$ cat src/rtl/dcc_pkg.sv
package dcc_pkg;

    localparam int DR_W = 8;

    localparam logic [DR_W-1:0] CODE_NOP      = 8'h00;
    localparam logic [DR_W-1:0] CODE_RST_SET  = 8'hD1;
    localparam logic [DR_W-1:0] CODE_RST_CLR  = 8'hD0;
    localparam logic [DR_W-1:0] CODE_ERASE    = 8'hFC;
    localparam logic [DR_W-1:0] CODE_FEN_ON   = 8'hFE;
    localparam logic [DR_W-1:0] CODE_FEN_OFF  = 8'hFD;

    typedef enum logic [2:0] {
        OP_NONE,
        OP_NOP,
        OP_RST_SET,
        OP_RST_CLR,
        OP_ERASE,
        OP_FEN_ON,
        OP_FEN_OFF
    } op_t;

    typedef struct packed {
        logic unprot;
        logic zero6;
        logic nvm_err;
        logic zero4;
        logic cfg_rdy;
        logic busy;
        logic fen;
        logic drst;
    } status_t;

    typedef struct packed {
        logic req;
        logic fen;
        logic busy;
    } dev_state_t;

    function automatic op_t decode_code(input logic [DR_W-1:0] code);
        op_t r;
        case (code)
            CODE_NOP:     r = OP_NOP;
            CODE_RST_SET: r = OP_RST_SET;
            CODE_RST_CLR: r = OP_RST_CLR;
            CODE_ERASE:   r = OP_ERASE;
            CODE_FEN_ON:  r = OP_FEN_ON;
            CODE_FEN_OFF: r = OP_FEN_OFF;
            default:      r = OP_NONE;
        endcase
        return r;
    endfunction

    function automatic status_t build_status(
        input logic       unprot,
        input logic       cfg_rdy,
        input logic       nvm_err,
        input dev_state_t st,
        input logic       drst
    );
        status_t s;
        s.unprot  = unprot & cfg_rdy;
        s.zero6   = 1'b0;
        s.nvm_err = nvm_err;
        s.zero4   = 1'b0;
        s.cfg_rdy = cfg_rdy;
        s.busy    = st.busy;
        s.fen     = st.fen;
        s.drst    = drst;
        return s;
    endfunction

endpackage

$ cat src/rtl/dcc_shift_reg.sv
module dcc_shift_reg #(
    parameter int W = dcc_pkg::DR_W
) (
    input  logic         clk,
    input  logic         rst,
    input  logic         capture,
    input  logic         shift,
    input  logic [W-1:0] load_val,
    input  logic         tdi,
    output logic         tdo,
    output logic [W-1:0] data
);

    logic [W-1:0] sr_q;

    always_ff @(posedge clk) begin
        if (rst) begin
            sr_q <= '0;
        end else if (capture) begin
            sr_q <= load_val;
        end else if (shift) begin
            sr_q <= {tdi, sr_q[W-1:1]};
        end
    end

    assign tdo  = sr_q[0];
    assign data = sr_q;

    p_capture_load_r1: assert property (@(posedge clk) disable iff (rst)
        capture |=> data == $past(load_val));

    p_shift_entry_r2: assert property (@(posedge clk) disable iff (rst)
        (shift && !capture) |=> (data[W-1] == $past(tdi)) && (data[W-2:0] == $past(data[W-1:1])));

endmodule

$ cat src/rtl/dcc_cmd_decode.sv
module dcc_cmd_decode
    import dcc_pkg::*;
#(
    parameter int W = DR_W
) (
    input  logic [W-1:0] code,
    input  logic         update,
    output op_t          op,
    output logic         op_valid
);

    assign op       = decode_code(code);
    assign op_valid = update;

endmodule

$ cat src/rtl/dcc_ctrl_state.sv
module dcc_ctrl_state
    import dcc_pkg::*;
(
    input  logic       clk,
    input  logic       rst,
    input  op_t        op,
    input  logic       op_valid,
    input  logic       erase_done,
    output dev_state_t st
);

    dev_state_t st_q;

    always_ff @(posedge clk) begin
        if (rst) begin
            st_q.req  <= 1'b0;
            st_q.fen  <= 1'b1;
            st_q.busy <= 1'b0;
        end else begin
            if (st_q.busy && erase_done) begin
                st_q.busy <= 1'b0;
            end
            if (op_valid) begin
                case (op)
                    OP_RST_SET: st_q.req <= 1'b1;
                    OP_RST_CLR: st_q.req <= 1'b0;
                    OP_FEN_ON:  st_q.fen <= 1'b1;
                    OP_FEN_OFF: st_q.fen <= 1'b0;
                    OP_ERASE: begin
                        if (!st_q.busy) begin
                            st_q.busy <= 1'b1;
                        end
                    end
                    default: ;
                endcase
            end
        end
    end

    assign st = st_q;

    p_rst_set_r4: assert property (@(posedge clk) disable iff (rst)
        (op_valid && op == OP_RST_SET) |=> st_q.req);

    p_rst_clr_r5: assert property (@(posedge clk) disable iff (rst)
        (op_valid && op == OP_RST_CLR) |=> !st_q.req);

    p_erase_start_r6: assert property (@(posedge clk) disable iff (rst)
        (op_valid && op == OP_ERASE && !st_q.busy) |=> st_q.busy);

    p_erase_hold_r7: assert property (@(posedge clk) disable iff (rst)
        (st_q.busy && !erase_done) |=> st_q.busy);

    p_erase_end_r6: assert property (@(posedge clk) disable iff (rst)
        (st_q.busy && erase_done) |=> !st_q.busy);

    p_fen_on_r8: assert property (@(posedge clk) disable iff (rst)
        (op_valid && op == OP_FEN_ON) |=> st_q.fen);

    p_fen_off_r8: assert property (@(posedge clk) disable iff (rst)
        (op_valid && op == OP_FEN_OFF) |=> !st_q.fen);

    p_no_effect_r10: assert property (@(posedge clk) disable iff (rst)
        (op_valid && (op == OP_NONE || op == OP_NOP) && !(st_q.busy && erase_done))
        |=> $stable(st_q));

endmodule

$ cat src/rtl/dbg_cmd_ctrl.sv
module dbg_cmd_ctrl
    import dcc_pkg::*;
#(
    parameter int W = DR_W
) (
    input  logic clk,
    input  logic rst,
    input  logic capture_dr,
    input  logic shift_dr,
    input  logic update_dr,
    input  logic tdi,
    output logic tdo,
    input  logic ext_rst_i,
    input  logic cfg_ready_i,
    input  logic code_unprot_i,
    input  logic nvm_err_i,
    input  logic erase_done_i,
    output logic erase_req_o,
    output logic flash_en_o,
    output logic dev_rst_o
);

    logic [W-1:0] dr_q;
    status_t      status;
    op_t          op;
    logic         op_valid;
    dev_state_t   st;

    assign dev_rst_o   = st.req | ext_rst_i;
    assign erase_req_o = st.busy;
    assign flash_en_o  = st.fen;

    assign status = build_status(code_unprot_i, cfg_ready_i, nvm_err_i, st, dev_rst_o);

    dcc_shift_reg #(.W(W)) u_sr (
        .clk      (clk),
        .rst      (rst),
        .capture  (capture_dr),
        .shift    (shift_dr),
        .load_val (status),
        .tdi      (tdi),
        .tdo      (tdo),
        .data     (dr_q)
    );

    dcc_cmd_decode #(.W(W)) u_dec (
        .code     (dr_q),
        .update   (update_dr),
        .op       (op),
        .op_valid (op_valid)
    );

    dcc_ctrl_state u_state (
        .clk        (clk),
        .rst        (rst),
        .op         (op),
        .op_valid   (op_valid),
        .erase_done (erase_done_i),
        .st         (st)
    );

    p_zero_bits_r1: assert property (@(posedge clk) disable iff (rst)
        capture_dr |=> (dr_q[6] == 1'b0) && (dr_q[4] == 1'b0));

    p_cp_gate_r9: assert property (@(posedge clk) disable iff (rst)
        (capture_dr && !cfg_ready_i) |=> !dr_q[7]);

    p_busy_report_r6: assert property (@(posedge clk) disable iff (rst)
        capture_dr |=> dr_q[2] == $past(erase_req_o));

endmodule

$ cat config.mk
export PLATFORM = sky130hd
export DESIGN_NAME = dbg_cmd_ctrl
export DESIGN_NICKNAME = d
export VERILOG_FILES = /design/src/rtl/dcc_pkg.sv /design/src/rtl/dcc_shift_reg.sv /design/src/rtl/dcc_cmd_decode.sv /design/src/rtl/dcc_ctrl_state.sv /design/src/rtl/dbg_cmd_ctrl.sv
export SDC_FILE = /design/constraint.sdc
export NUM_CORES = 1
export LEC_CHECK = 0
export BUFFER_PORTS_ARGS = -buffer_cell sky130_fd_sc_hd__clkbuf_2
export CORE_MARGIN = 5
export CORE_UTILIZATION = 35
export CTS_CLUSTER_SIZE = 40
export DETAILED_ROUTE_END_ITERATION = 8
export MAX_ROUTING_LAYER = met4
export PLACE_DENSITY_LB_ADDON = 0.3
export SLEW_MARGIN = 20
export SYNTH_ARGS = -nofsm -noshare
export SYNTH_HDL_FRONTEND = slang
export SYNTH_SLANG_ARGS = --single-unit
$ cat constraint.sdc
create_clock -name clk -period 2.24 [get_ports clk]
set_input_delay 0.112 -clock clk [delete_from_list [all_inputs] [get_ports clk]]
set_output_delay 0.112 -clock clk [all_outputs]
set_load 0.05 [all_outputs]
==> results.py <==
metrics = {
    "die": {
        "die_h_um": 49.2,
        "pin_count": 15,
        "core_area_um2": 1490,
        "fp-row-count": 14,
        "floorplan.initialDensity": 0.361,
        "die_w_um": 49.2,
        "dieArea_um2": 2420,
    },
    "sta": {
        "rsz0062_at_grt": "no",
        "period_minus_slack_ps": 1120,
        "worstMarginPinSlew_ps": 283,
        "final.setup_skew_ps": 3.87,
        "fin_crit_sh": 0.502,
        "slew_headroom": 0.812,
        "fin_tns_setup_ps": 0,
        "drv_slew": 0,
        "clock.fmax_mhz": 890,
        "hold_viol": 0,
        "setup_viol": 0,
    },
    "worst_setup_path": {
        "required_ps": 2400,
        "critPathSlowestCell": "dfxtp_1",
        "crit_type": "reg -> reg",
        "path_cells": "nor3_2, a21oi_1, o32a_1",
        "worstSetupPathDepth": 3,
        "cp_max_fo": 5,
        "critPathBufInv": 0,
        "cp-startpoint": "u_sr.data[5]",
        "crit_path_end_kind": "flop",
        "reg2reg_from": "u_sr.data[5]",
        "cp.arrival_ps": 1280,
        "start_kind": "flop",
        "r2r_cells": 3,
        "path_delay_family": "compound AO/OA/AOI/OAI gates",
        "max_stage_delay_ps": 360,
    },
    "final_layout": {
        "area_delta_synth_final_pct": 19.1,
        "drive_gt1_frac": 0.271,
        "fin_util": 0.430,
        "antenna_cells": 0,
        "nets": 82,
        "fin_area_um2": 641,
    },
    "detailed_routing": {
        "wl_met1_um": 523,
        "wl_met3_um": 39,
        "drcViolationCount": 0,
        "routed_wl_um": 1130,
        "top_layer": "met4",
        "wire_per_inst_um": 13.2,
        "viasPerCell": 5.34,
        "vias": 459,
        "ant_nets": 0,
        "drt_iter0_drc": 14,
        "wl_met2_um": 547,
        "drtPass1Iterations": 4,
    },
    "pwr": {
        "power_frac_comb": 0.126,
        "p_int_mw": 0.292,
        "switching_power_mw": 0.102,
        "sequentialPowerShare": 0.531,
        "swShare": 0.260,
        "clock_power_share": 0.343,
        "p_leak_nw": 0.301,
        "ir_drop_mv": 0.300,
        "power_density_nw_per_um2": 615,
    },
    "synthesis": {
        "ys_seq_area_frac": 0.409,
        "yosys.cell_types.count": 23,
        "synth_top_area_frac": 0.409,
        "syn_nets": 66,
        "syn_area_um2": 538,
        "async_reset_ff_frac": 0,
        "synth_warnings": 0,
        "synth_area_leaders": "dfxtp_1 41%, mux2i_1 11%, mux2_1 8.4%",
        "postSynthAreaPerCell_um2": 9.78,
        "ys.flop_type": "dfxtp_1",
        "synthCells": 55,
        "ys_ff_latch": 11,
        "synth_top_area_cell": "dfxtp_1",
        "synth_edf_count": 0,
    },
    "clock_tree": {
        "cts_resized": 0,
        "cts.sink_count": 11,
        "cts_tree": "yes",
        "cts_buffers": 3,
        "cts_root_buf": "clkbuf_4",
        "worst_skew_pair.late_latency_ps": 260,
        "clock_path_buffers": 2,
        "htree_num_levels": 1,
        "hold_buffers": 0,
        "clkSlewWorstSetupHoldPaths_ps": 70,
        "cts_setup_buffers": 0,
    },
    "run": {
        "drv_cap": 0,
    },
    "hold_path": {
        "hold_depth": 3,
        "hp-start": "code_unprot_i",
        "hold_path.class": "in -> reg",
    },
    "placement": {
        "numPortBuffers": 14,
        "hpwl_um": 856,
        "place.gp.congestion": 0.790,
        "dpl_cell_area_um2": 614,
    },
    "grt": {
        "gr-usage-all-layers": 0.0988,
        "grt_overflow": 0,
        "antenna_found_initial": 0,
        "grt_pass1_vias": 400,
        "grt_max_degree": 14,
        "grt_pass1_wl_um": 1790,
    },
    "run_status": {
        "status": "complete, no violations",
    },
}
## metal layers
metal,GRT usage,vias to the layer above
li1,-,237
met1,0.114,212
met2,0.144,8
met3,0.0214,2
met4,0.0807,0
met5,-,-
## final timing paths
path | endpoint | slack (ps)
min reg2reg | u_state.st[2] | 540
max | u_state.st[1] | 1120
min | u_sr.data[7] | 80
max reg2reg | u_state.st[1] | 1120
## through the flow
stage          worst slack (ps)  hold slack, ps  instances  power [mW]
2_1_floorplan               997             259         55       0.247
3_3_place_gp               1140             350         82       0.263
3_5_place_dp               1120             364         82       0.263
4_1_cts                    1110            74.9         86       0.402
5_1_grt                    1030            85.9         86       0.417
6_report                   1120            84.2         86       0.394
## cell type report
type                       instances  area (um^2)
clock buffer                       4         26.3
fill                             154          848
inverter                           1         3.75
multi-input combinational         40          300
sequential                        11          220
tap                               16         20.0
timing repair buffer              14         70.1
## worst min-delay path: cells and delay by family
kind,cells,cell delay [ps]
buffers and inverters,1,80
AOI/OAI and AO/OA,1,60
and+or+nand+nor,1,50
## flip-flops by register name, indices dropped and copies added (netlist names)
register,count
u_sr.data,8
u_state.st,3
## cell usage after synthesis (2+ instances only)
library cell	n
nand2_1	2
buf_2	2
nor2_1	6
nor3_1	3
nor2b_1	2
mux2i_1	6
mux2_1	4
and4b_1	2
dfxtp_1	11
a211oi_1	4
## placed cells by master, fill, tap and decap left out, types with 2 or more instances in the layout
cell type,netlist,routed
and4b_1,2,2
mux2_1,4,4
nor2b_1,2,2
dfxtp_1,11,11
a211oi_1,4,4
nand2_1,2,2
clkbuf_2,0,14
nor2_1,6,6
clkbuf_4,0,3
nor3_1,3,3
mux2i_1,6,6
## cells by family (layout without fill, tap and decap cells)
kind of cell / after synthesis / count (layout) / share of synthesized area
AND/OR/NAND/NOR: 22 / 22 / 0.249
flip-flops: 11 / 11 / 0.409
multiplexers: 10 / 10 / 0.195
AO/OA/AOI/OAI: 8 / 8 / 0.114
buffers and inverters: 4 / 19 / 0.0325
## power by group through the flow
stage	Clock, mW	Sequential [mW]	Combinational (mW)
final	0.135	0.209	0.0496
after global placement	0	0.213	0.0493
after floorplan	0	0.216	0.0312
after detailed placement	0	0.214	0.0497
after CTS	0.143	0.209	0.0498
after global routing	0.153	0.210	0.0542
No activity file was read; power rests on OpenSTA's default activity.
